$ cat src/rtl/can_ovld_pkg.sv
package can_ovld_pkg;
   typedef enum logic [2:0] {
      ST_IDLE    = 3'd0,
      ST_INTERM  = 3'd1,
      ST_FLAG    = 3'd2,
      ST_WAITREC = 3'd3,
      ST_DELIM   = 3'd4
   } ovl_state_e;
endpackage

$ cat src/rtl/ovl_bitcnt.sv
// Bit-position counter: loaded on state entry, advanced on each strobe.
module ovl_bitcnt #(
   parameter int CW = 4
) (
   input  logic          clk,
   input  logic          rst_n,
   input  logic          ld,
   input  logic [CW-1:0] ld_val,
   input  logic          inc,
   output logic [CW-1:0] cnt
);
   always_ff @(posedge clk or negedge rst_n) begin
      if (!rst_n)   cnt <= '0;
      else if (ld)  cnt <= ld_val;
      else if (inc) cnt <= cnt + 1'b1;
   end
endmodule

$ cat src/rtl/ovl_local_limit.sv
// Counts locally requested overload frames since the last completed intermission.
module ovl_local_limit #(
   parameter int MAX_LOCAL    = 2,
   parameter bit LOCAL_REQ_EN = 1'b1
) (
   input  logic clk,
   input  logic rst_n,
   input  logic take,
   input  logic clr,
   output logic ok
);
   localparam int LW = $clog2(MAX_LOCAL + 1);

   if (LOCAL_REQ_EN) begin : g_limit
      logic [LW-1:0] used_q;
      always_ff @(posedge clk or negedge rst_n) begin
         if (!rst_n)     used_q <= '0;
         else if (clr)   used_q <= '0;
         else if (take)  used_q <= used_q + 1'b1;
      end
      assign ok = (used_q < LW'(MAX_LOCAL));

      assert_local_bound_R9: assert property (@(posedge clk) disable iff (!rst_n)
         used_q <= LW'(MAX_LOCAL));
   end else begin : g_nolimit
      logic unused_in;
      assign unused_in = ^{clk, rst_n, take, clr};
      assign ok = 1'b0;
   end
endmodule

$ cat src/rtl/ovl_trigger.sv
// Decides, at a strobe, whether the current bit position starts an overload frame.
module ovl_trigger
   import can_ovld_pkg::*;
#(
   parameter int CW         = 4,
   parameter int DELIM_BITS = 8
) (
   input  ovl_state_e    state,
   input  logic [CW-1:0] cnt,
   input  logic          bit_stb,
   input  logic          rx_bit,
   input  logic          eof_last,
   input  logic          errdelim_last,
   input  logic          rx_not_ready,
   input  logic          local_ok,
   output logic          start_ovl,
   output logic          local_take
);
   logic dom, at_ifs1, at_ifs2, at_dlast, remote_hit, local_hit;

   always_comb begin
      dom        = ~rx_bit;
      at_ifs1    = (state == ST_INTERM) && (cnt == CW'(0));
      at_ifs2    = (state == ST_INTERM) && (cnt == CW'(1));
      at_dlast   = (state == ST_DELIM)  && (cnt == CW'(DELIM_BITS - 1));
      remote_hit = dom && (((state == ST_IDLE) && (eof_last || errdelim_last))
                           || at_ifs1 || at_ifs2 || at_dlast);
      local_hit  = at_ifs1 && rx_bit && rx_not_ready && local_ok;
      start_ovl  = bit_stb && (remote_hit || local_hit);
      local_take = bit_stb && local_hit;
   end
endmodule

$ cat src/rtl/can_ovld_seq.sv
module can_ovld_seq
   import can_ovld_pkg::*;
#(
   parameter int FLAG_BITS    = 6,
   parameter int DELIM_BITS   = 8,
   parameter int IFS_BITS     = 3,
   parameter int MAX_LOCAL    = 2,
   parameter bit LOCAL_REQ_EN = 1'b1
) (
   input  logic clk,
   input  logic rst_n,
   input  logic bit_stb,
   input  logic rx_bit,
   input  logic eof_last,
   input  logic errdelim_last,
   input  logic rx_not_ready,
   output logic tx_bit,
   output logic busy,
   output logic ifs_done
);
   localparam int MAXB = (FLAG_BITS > DELIM_BITS)
                         ? ((FLAG_BITS > IFS_BITS) ? FLAG_BITS : IFS_BITS)
                         : ((DELIM_BITS > IFS_BITS) ? DELIM_BITS : IFS_BITS);
   localparam int CW = $clog2(MAXB + 1);

   if (FLAG_BITS < 1) begin : g_bad_flag
      $error("FLAG_BITS must be at least 1");
   end
   if (DELIM_BITS < 2) begin : g_bad_delim
      $error("DELIM_BITS must be at least 2");
   end
   if (IFS_BITS < 3) begin : g_bad_ifs
      $error("IFS_BITS must be at least 3");
   end
   if (MAX_LOCAL < 1) begin : g_bad_local
      $error("MAX_LOCAL must be at least 1");
   end

   ovl_state_e    state_q, state_d;
   logic [CW-1:0] cnt;
   logic [CW-1:0] ld_val;
   logic          ld, inc, done_d;
   logic          start_ovl, local_take, local_ok;
   logic          tx_q, busy_q, done_q;

   ovl_bitcnt #(.CW(CW)) u_cnt (
      .clk(clk), .rst_n(rst_n), .ld(ld), .ld_val(ld_val), .inc(inc), .cnt(cnt)
   );

   ovl_trigger #(.CW(CW), .DELIM_BITS(DELIM_BITS)) u_trig (
      .state(state_q), .cnt(cnt), .bit_stb(bit_stb), .rx_bit(rx_bit),
      .eof_last(eof_last), .errdelim_last(errdelim_last),
      .rx_not_ready(rx_not_ready), .local_ok(local_ok),
      .start_ovl(start_ovl), .local_take(local_take)
   );

   ovl_local_limit #(.MAX_LOCAL(MAX_LOCAL), .LOCAL_REQ_EN(LOCAL_REQ_EN)) u_lim (
      .clk(clk), .rst_n(rst_n), .take(local_take), .clr(done_d), .ok(local_ok)
   );

   always_comb begin
      state_d = state_q;
      ld      = 1'b0;
      ld_val  = '0;
      inc     = 1'b0;
      done_d  = 1'b0;
      if (start_ovl) begin
         state_d = ST_FLAG;
         ld      = 1'b1;
      end else if (bit_stb) begin
         unique case (state_q)
            ST_IDLE: begin
               if (eof_last || errdelim_last) begin
                  state_d = ST_INTERM;
                  ld      = 1'b1;
               end
            end
            ST_INTERM: begin
               if (cnt == CW'(IFS_BITS - 1)) begin
                  state_d = ST_IDLE;
                  done_d  = 1'b1;
               end else begin
                  inc = 1'b1;
               end
            end
            ST_FLAG: begin
               if (cnt == CW'(FLAG_BITS - 1)) state_d = ST_WAITREC;
               else                           inc     = 1'b1;
            end
            ST_WAITREC: begin
               if (rx_bit) begin
                  state_d = ST_DELIM;
                  ld      = 1'b1;
                  ld_val  = CW'(1);
               end
            end
            ST_DELIM: begin
               if (cnt == CW'(DELIM_BITS - 1)) begin
                  state_d = ST_INTERM;
                  ld      = 1'b1;
               end else begin
                  inc = 1'b1;
               end
            end
            default: state_d = ST_IDLE;
         endcase
      end
   end

   always_ff @(posedge clk or negedge rst_n) begin
      if (!rst_n) begin
         state_q <= ST_IDLE;
         tx_q    <= 1'b1;
         busy_q  <= 1'b0;
         done_q  <= 1'b0;
      end else begin
         state_q <= state_d;
         tx_q    <= (state_d != ST_FLAG);
         busy_q  <= (state_d == ST_FLAG) || (state_d == ST_WAITREC) || (state_d == ST_DELIM);
         done_q  <= done_d;
      end
   end

   assign tx_bit   = tx_q;
   assign busy     = busy_q;
   assign ifs_done = done_q;

   assert_tx_quiet_idle_R10: assert property (@(posedge clk) disable iff (!rst_n)
      !busy |-> tx_bit);
   assert_hold_between_strobes_R10: assert property (@(posedge clk) disable iff (!rst_n)
      !bit_stb |=> ($stable(tx_bit) && $stable(busy)));
   assert_flag_count_bound_R2: assert property (@(posedge clk) disable iff (!rst_n)
      (state_q == ST_FLAG) |-> (cnt <= CW'(FLAG_BITS - 1)));
   assert_delim_count_bound_R4: assert property (@(posedge clk) disable iff (!rst_n)
      (state_q == ST_DELIM) |-> ((cnt >= CW'(1)) && (cnt <= CW'(DELIM_BITS - 1))));
   assert_done_on_strobe_R7: assert property (@(posedge clk) disable iff (!rst_n)
      ifs_done |-> ($past(bit_stb) && !busy));
endmodule

$ cat config.mk
export PLATFORM = sky130hd
export DESIGN_NAME = can_ovld_seq
export DESIGN_NICKNAME = d
export VERILOG_FILES = /design/src/rtl/can_ovld_pkg.sv /design/src/rtl/ovl_bitcnt.sv /design/src/rtl/ovl_local_limit.sv /design/src/rtl/ovl_trigger.sv /design/src/rtl/can_ovld_seq.sv
export SDC_FILE = /design/constraint.sdc
export NUM_CORES = 1
export LEC_CHECK = 0
export ABC_AREA = 1
export BUFFER_PORTS_ARGS = -buffer_cell sky130_fd_sc_hd__buf_2
export CORE_UTILIZATION = 35
export CTS_CLUSTER_DIAMETER = 200
export DETAILED_ROUTE_END_ITERATION = 10
export PLACE_DENSITY = 0.57
export SETUP_SLACK_MARGIN = 0.2
export SLEW_MARGIN = 0
export SYNTH_ARGS = -nofsm -noshare
export SYNTH_HDL_FRONTEND = slang
export SYNTH_HIERARCHICAL = 1
export SYNTH_SLANG_ARGS = --single-unit
$ cat constraint.sdc
create_clock -name clk -period 2.15 [get_ports clk]
set_input_delay 0.43 -clock clk [delete_from_list [all_inputs] [get_ports clk]]
set_output_delay 0.43 -clock clk [all_outputs]
set_load 0.01 [all_outputs]
==> impl_metrics.tcl, run 1 <==
set metrics [dict create \
    clock-root-buffer "clkbuf_4" \
    nNetsFinal 155 \
    switchingPower_w 0.000582 \
    cts_tree "built" \
    combinationalPowerShare_pct 49.0 \
    reg2reg_depth 12 \
    endpoint_kind "flop" \
    busiest_layer "met2" \
    pwr-share-clk_pct 12.1 \
    hold_path_class "input pin to async pin" \
    grt_first_pass_wirelength_mm 3.26 \
    die_area_um2 2560 \
    period_needed_ns 1.76 \
    p_sw_share_pct 47.7 \
    path_cells "nor2_1 > nand2_1 > nand2_1 > inv_1 > nand3_1 > nand2_2 > nor2_2 > inv_1 > nor4_2 > inv_1 > nand2_1 > nor2_1" \
    ys_seq_area_share_pct 36.5 \
    yosysWarnings 6 \
    n_fill_cell 256 \
    cts_buffers 3 \
    grt_pass1_vias 774 \
    via_per_inst 4.68 \
    status "complete, no violations" \
    crit_type "flop to flop" \
    crit_slowest_cell "dfrtp_2" \
    hold_viol 0 \
    seqPwrFrac_pct 38.9 \
    htreeDepth 1 \
    critPathLaunchType "flop" \
    vdd_drop_max_uv 692 \
    async_flop_share_pct 100 \
    synth_edf_count 0 \
    area_delta_synth_final_pct 16.8 \
    met1_usage_pct 22.7 \
    io_pins 10 \
    via_count 814 \
    hold_buffers 0 \
    r2r_start "state_q[2]" \
    placedCellCount 170 \
    gp_congestion 0.852 \
    wire_per_inst_um 10.2 \
    design.core.area_um2 2210 \
    fp.dieW_um 50.6 \
    finalSetupViolCount 0 \
    fin_crit_sh_pct 81.9 \
    final_layout_size_suffix_gt1_share_pct 19.2 \
    syn_avg_cell_area_um2 6.36 \
    wirelength_mm 1.78 \
    ctsLongestPathBuffers 2 \
    r2r-end "u_lim/g_limit.used_q[1]" \
    leakagePower_nw 0.518 \
    n_antenna_cell 0 \
    multiInputGateArea_um2 465 \
    required_ns 2.31 \
    maxCapViolations 0 \
    critPathMaxStageDelay_ns 0.47 \
    grt_use_met3_pct 4.24 \
    clk_latency_ns 0.28 \
    synth_seq_cells 12 \
    drc 0 \
    grt_remaining_overflow 0 \
    slew_violations 0 \
    floorplan.rows 17 \
    antenna_found_initial 0 \
    final_cell_mix "32 x nand2_1, 23 x nor2_1, 20 x inv_1, 13 x nand3_1, 9 x buf_2" \
    io_buffers 9 \
    netlist_instances 130 \
    regArea_um2 308 \
    drt_first_pass_iters 4 \
    critical_path.max_fanout 8 \
    final_common_cell "nand2_1" \
    cts_setup_buffers 0 \
    dp.final_hpwl_mm 1.38 \
    synthFlopType "dfrtp_1" \
    cp.arrival_ns 1.92 \
    finClkSkew_ns 0.00485 \
    start_util_pct 37.4 \
    path_delay_family "simple AND/OR/NAND/NOR gates" \
    cts_sinks 12 \
    synth_cell_types 24 \
    max_freq_mhz 568 \
    use_met2_pct 26.0 \
    clk_pin_slew_ns 0.08 \
    ff2ff_setup_slack_ns 0.39 \
    power_density_nw_per_um2 1260 \
    drtIter0Drc 26 \
    grt_usage_pct 17.0 \
    p_int_w 0.000637 \
    path_buf_inv 3 \
    dieHeight_um 50.6 \
    syn-cell-area_um2 827 \
    stdcell_count 174 \
    tns_ns 0 \
    grt_max_degree 13 \
    rsz0062_at_grt "false" \
    ant_nets 0 \
]
-- per-layer routing --
layer	share of wire, %	wire length [um]
met5	0	0
met4	1.4	25
met3	4.7	83
met2	42	744
met1	52	922
-- cells in the mapped netlist (2+ instances only) --
library cell,count,area share (%)
o21ai_0,2,1.2
nand4_1,3,2.3
inv_1,20,9.1
dfrtp_1,11,33
nand2_2,4,3.0
a21oi_1,5,3.0
nor2_1,24,11
nand3_1,13,7.9
nand2_1,33,15
-- kinds of logic after synthesis --
logic type                 count (synthesis)  synth area share [%]
other                                      1                 0.453
and+or+nand+nor                           83                  43.4
xor gates and xnor gates                   1                  1.06
buffers and inverters                     21                  9.53
AOI/OAI and AO/OA                         11                  7.56
DFF                                       12                  36.5
adders and majority gates                  1                  1.51
-- power by group through the flow --
stage	clock network, W	logic, W	registers, W
after floorplan	0	0.000450	0.000447
after global placement	0	0.000587	0.000468
after detailed placement	0	0.000587	0.000464
after CTS	0.000154	0.000591	0.000460
after global routing	0.000162	0.000717	0.000497
final	0.000148	0.000597	0.000474
-- registers in the layout (all words and copies together), names as in the netlist --
signal                cells
tx_bit                    1
state_q                   3
u_cnt/cnt                 4
ifs_done                  1
u_lim/g_limit.used_q      2
busy                      1
-- worst max path at each step --
stage / slack, ns / startpoint / cells after the start / to
after floorplan: 0.54 / state_q[2] / 12 / u_lim/g_limit.used_q[1]
after global placement: 0.19 / bit_stb / 10 / u_lim/g_limit.used_q[1]
after detailed placement: 0.19 / bit_stb / 10 / u_lim/g_limit.used_q[1]
after CTS: 0.20 / state_q[2] / 12 / u_lim/g_limit.used_q[1]
after global routing: 0.19 / u_cnt/cnt[1] / 10 / u_cnt/cnt[1]
final: 0.39 / state_q[2] / 12 / u_lim/g_limit.used_q[1]
-- metrics by stage --
step                utilization, %  setup WS, ns  cell area (um2)  hold WS (ns)  power [W]
global route                  43.7         0.187              966        0.0280    0.00138
CTS                           42.9         0.201              948        0.0248    0.00120
floorplan                        -         0.543              835         0.134   0.000898
global placement              41.7         0.188              922         0.329    0.00106
detailed placement            41.7         0.190              922         0.326    0.00105
finish                        43.7         0.389              966        0.0181    0.00122
-- layout make-up --
class,count,share of cell area [%]
clock buffer,4,2.72
inverter,21,8.16
multi-input combinational,99,48.2
sequential,12,31.9
tap,28,3.63
timing repair buffer,10,5.44
-- repair_timing --
action	4_1_cts	5_1_grt
resized for setup	0	8
setup endpoints to repair	0	6
endpoints found under the hold margin	0	0
(Power assumes the default switching activity.)
==> run 2: changes to the inputs <==
Clock period 2.15 ns to 1.65 ns, I/O delays scaled along.
==> impl_metrics.tcl, run 2 (same netlist as run 1, synthesis figures left out) <==
set metrics [dict create \
    fp.dieW_um 50.6 \
    grt_remaining_overflow 0 \
    cts_tree "built" \
    hold_path_class "input pin to flop" \
    critical_path.max_fanout 6 \
    antenna_found_initial 0 \
    cp.arrival_ns 1.77 \
    combinationalPowerShare_pct 61.1 \
    hold_path_depth 4 \
    via_count 923 \
    largest_register_ffs 4 \
    nNetsFinal 173 \
    grt_usage_pct 19.4 \
    drt_first_pass_iters 4 \
    endpoint_kind "flop" \
    vdd_drop_max_uv 1050 \
    rsz0062_at_grt "true" \
    status "complete, no violations" \
    fin_util_pct 54.6 \
    grt_max_degree 13 \
    pwr-share-clk_pct 11.6 \
    area_delta_synth_final_pct 46.1 \
    maxCapViolations 0 \
    grt_pass1_vias 801 \
    grt_first_pass_wirelength_mm 3.55 \
    switchingPower_w 0.000973 \
    start_util_pct 37.4 \
    htreeDepth 1 \
    crit_type "flop to flop" \
    p_sw_share_pct 46.4 \
    cts_sinks 12 \
    n_antenna_cell 0 \
    final_cell_mix "26 x nand2_1, 17 x nor2_1, 17 x buf_4, 15 x inv_1, 10 x nand2_2" \
    required_ns 1.85 \
    crit_slowest_cell "dfrtp_1" \
    top_register "u_cnt/cnt" \
    design.core.area_um2 2210 \
    clk_pin_slew_ns 0.08 \
    dp.final_hpwl_mm 1.53 \
    crit_top_cell "nand2_2" \
    wire_per_inst_um 11.6 \
    floorplan.rows 17 \
    leakagePower_nw 0.624 \
    fin_crit_sh_pct 95.0 \
    seqPwrFrac_pct 27.3 \
    p_int_w 0.00112 \
    gp_congestion 0.892 \
    finalSetupViolCount 0 \
    io_pins 10 \
    io_buffers 9 \
    max_freq_mhz 638 \
    period_needed_ns 1.57 \
    ant_nets 0 \
    finClkSkew_ns 0.00325 \
    critPathLaunchType "flop" \
    final_common_cell "nand2_1" \
    clock-root-buffer "clkbuf_4" \
    dieHeight_um 50.6 \
    drtIter0Drc 29 \
    critPathMaxStageDelay_ns 0.44 \
    final_layout_size_suffix_gt1_share_pct 42.1 \
    hold_viol 0 \
    drc 0 \
    cts_buffers 3 \
    reg2reg_depth 10 \
    ctsLongestPathBuffers 2 \
    die_area_um2 2560 \
    finalPower_w 0.00210 \
    path_cells "buf_4 > nor2_1 > nand2_2 > nand2_2 > nand3_1 > nand2_2 > inv_2 > nor2_4 > nand2_1 > o211ai_1" \
    wirelength_mm 2.22 \
    tns_ns 0 \
    reg_top3 "u_cnt/cnt: 4 flops, state_q: 3 flops, u_lim/g_limit.used_q: 2 flops" \
    via_per_inst 4.81 \
    clk_latency_ns 0.28 \
    slew_violations 0 \
    power_density_nw_per_um2 1730 \
]
[run 2: changes by cell type in the layout (fill, tap and decap cells not counted), sizes merged]
cell	delta
buf	+17
dlygate4sd3	+1
[run 2: per-stage QoR]
step                      setup WS [ns]  cells  instance area [um2]  hold slack (ns)
after floorplan                   0.187    132                  858           0.0344
after global placement           0.0400    177                  998            0.221
after detailed placement       -0.00551    177                  998            0.226
after CTS                       0.00294    189                 1140            0.457
after global routing            -0.0358    192                 1210            0.507
final                            0.0820    192                 1210            0.477
[run 2: layout make-up]
class | count | area, um2
Clock buffer | 4 | 36.3
Inverter | 21 | 78.8
Fill cell | 224 | 1000
Tap cell | 28 | 35.0
Timing Repair Buffer | 28 | 194
Multi-Input combinational cell | 99 | 557
Sequential cell | 12 | 308
[run 2: power by group through the flow]
stage | Sequential, W | Clock, W | Combinational [W]
6_report | 0.000573 | 0.000243 | 0.00128
5_1_grt | 0.000594 | 0.000258 | 0.00142
4_1_cts | 0.000557 | 0.000249 | 0.00110
3_5_place_dp | 0.000578 | 0 | 0.000944
3_3_place_gp | 0.000578 | 0 | 0.000935
2_1_floorplan | 0.000598 | 0 | 0.000629
[run 2: worst paths after layout]
check / startpoint / endpoint / slack, ns
min reg2reg: u_lim/g_limit.used_q[1] / u_lim/g_limit.used_q[1] / 0.54
max in group asynchronous: rst_n / tx_bit / 0.88
max reg2reg: u_cnt/cnt[0] / u_cnt/cnt[0] / 0.08
min: bit_stb / state_q[1] / 0.48
max: u_cnt/cnt[0] / u_cnt/cnt[0] / 0.08
min in group asynchronous: rst_n / u_lim/g_limit.used_q[1] / 0.49
[run 2: what timing repair did]
item,CTS,global route
hold buffers,1,0
cloned,0,0
pin swaps,11,12
endpoints found under the hold margin,11,0
resized for setup,11,16
setup buffers,7,3
setup endpoints to repair,9,11
[run 2: routing by layer]
metal  vias to the layer above  global-route usage [%]  share of wire [%]
met3                         6                    2.73                4.9
li1                        476                       -                  -
met4                         0                    9.72                1.9
met5                         -                       0                  0
met2                        29                    29.1                 46
met1                       412                    26.8                 47
[run 2: worst max-delay path, delay by kind of cell (launching register included)]
family | cells | cell delay, ns
and+or+nand+nor | 7 | 0.72
AOI/OAI and AO/OA | 1 | 0.08
DFF | 1 | 0.44
buffers and inverters | 2 | 0.23
==> run 3: changes to the inputs <==
Settings changed: RECOVER_POWER set to 100.
==> impl_metrics.tcl, run 3 (same netlist as run 1, synthesis figures left out) <==
set metrics [dict create \
    status "complete, no violations" \
    grt_remaining_overflow 0 \
    top_layer_used "met4" \
    floorplan.rows 17 \
    cts_tree "built" \
    cts_sinks 12 \
    drt_first_pass_iters 4 \
    final_common_cell "nand2_1" \
    ctsLongestPathBuffers 2 \
    final_cell_mix "26 x nand2_1, 17 x nor2_1, 17 x buf_4, 15 x inv_1, 10 x nand2_2" \
    wirelength_mm 2.22 \
    grt_usage_pct 19.4 \
    met1Wirelength_mm 1.05 \
    cp.arrival_ns 1.74 \
    endpoint_kind "flop" \
    maxCapViolations 0 \
    fin_crit_sh_pct 95.2 \
    rsz0062_at_grt "true" \
    hold_viol 0 \
    hold_path_class "input pin to flop" \
    relSlewSlack_pct 54.6 \
    cts_buffers 3 \
    period_needed_ns 1.57 \
    gp_congestion 0.892 \
    io_buffers 9 \
    stdcell_count 192 \
    max_freq_mhz 636 \
    htreeDepth 1 \
    design_area_um2 1200 \
    nNetsFinal 173 \
    finClkSkew_ns 0.00386 \
    wire_per_inst_um 11.6 \
    largest_register_ffs 4 \
    crit_type "flop to flop" \
    n_antenna_cell 0 \
    required_ns 1.82 \
    fp.dieW_um 50.6 \
    io_pins 10 \
    reg_top3 "u_cnt/cnt: 4 flops, state_q: 3 flops, u_lim/g_limit.used_q: 2 flops" \
    vdd_drop_max_uv 970 \
    clk_latency_ns 0.28 \
    via_count 928 \
    grt_first_pass_wirelength_mm 3.55 \
    drtIter0Drc 29 \
    antenna_found_initial 0 \
    slew_violations 0 \
    die_area_um2 2560 \
    final_layout_size_suffix_gt1_share_pct 39.6 \
    finalSetupViolCount 0 \
    critical_path.max_fanout 4 \
    leakagePower_nw 0.612 \
    wl_met3_um 102 \
    worstMarginPinSlew_ns 0.681 \
    placedCellCount 177 \
    dr_wl_met2_mm 1.03 \
    clock-root-buffer "clkbuf_4" \
    start_util_pct 37.4 \
    area_delta_synth_final_pct 45.5 \
    place_area_um2 998 \
    grt_pass1_vias 801 \
    via_per_inst 4.83 \
    clk_pin_slew_ns 0.08 \
    dp.final_hpwl_mm 1.53 \
    drc 0 \
    grt_max_degree 13 \
    top_register "u_cnt/cnt" \
    dieHeight_um 50.6 \
    ant_nets 0 \
    power_density_nw_per_um2 1740 \
    critPathLaunchType "flop" \
    design.core.area_um2 2210 \
]
run 3: cell count changes in the layout (fill, tap and decap cells not counted):
cell,delta
buf_2,-4
clkbuf_1,+4
run 3: worst max-delay path: stages (launching register included):
cell     delay [ns]
dfrtp_2        0.45
buf_6          0.14
nor2_4         0.09
o21ai_1        0.07
nor2_1         0.09
nor2_1         0.06
a21oi_1        0.14
or2_4          0.16
inv_2          0.04
nand2_2        0.07
inv_2          0.05
nand3_2        0.05
nand2_1        0.05
run 3: what timing repair did:
action | 4_1_cts | 5_1_grt
endpoints found under the setup margin | 9 | 11
endpoints found under the hold margin | 11 | 0
resized for setup | 11 | 16
pin swaps | 11 | 12
gates cloned | 0 | 0
setup buffers | 7 | 3
hold buffers | 1 | 0
run 3: worst paths after layout:
kind	start	end	slack [ns]	cells past startpoint
max	state_q[0]	u_cnt/cnt[3]	0.08	12
min	bit_stb	state_q[1]	0.48	4
max reg2reg	state_q[0]	u_cnt/cnt[3]	0.08	12
min reg2reg	u_lim/g_limit.used_q[1]	u_lim/g_limit.used_q[1]	0.54	2
max in group asynchronous	rst_n	u_cnt/cnt[1]	0.55	2
min in group asynchronous	rst_n	u_lim/g_limit.used_q[1]	0.62	2
run 3: through the flow:
step | setup TNS [ns] | setup WS [ns] | utilization, % | hold slack [ns] | power [W]
floorplan | 0 | 0.187 | - | 0.0344 | 0.00123
global placement | 0 | 0.0400 | 45.1 | 0.221 | 0.00151
detailed placement | -0.00938 | -0.00551 | 45.1 | 0.226 | 0.00152
CTS | 0 | 0.00294 | 51.4 | 0.457 | 0.00191
global route | -0.100 | -0.0357 | 54.4 | 0.507 | 0.00227
finish | 0 | 0.0784 | 54.4 | 0.476 | 0.00209
run 3: where the power goes:
| part | switching [W] | internal, W | total (W) |
|---|---|---|---|
| registers | 0.000145 | 0.000430 | 0.000575 |
| clock network | 0.000109 | 0.000134 | 0.000243 |
| logic | 0.000723 | 0.000553 | 0.00128 |
run 3: routing by layer:
| layer | track usage (%) | vias to the layer above |
|---|---|---|
| met5 | 0 | - |
| met4 | 9.72 | 0 |
| met3 | 2.73 | 6 |
| met2 | 29.1 | 32 |
| met1 | 26.8 | 414 |
| li1 | - | 476 |
run 3: cell type report:
type                            instances  area [um2]
Sequential cell                        12         308
Inverter                               21        78.8
Clock buffer                            4        36.3
Timing Repair Buffer                   28         189
Tap cell                               28        35.0
Multi-Input combinational cell         99         557
Fill cell                             222        1010
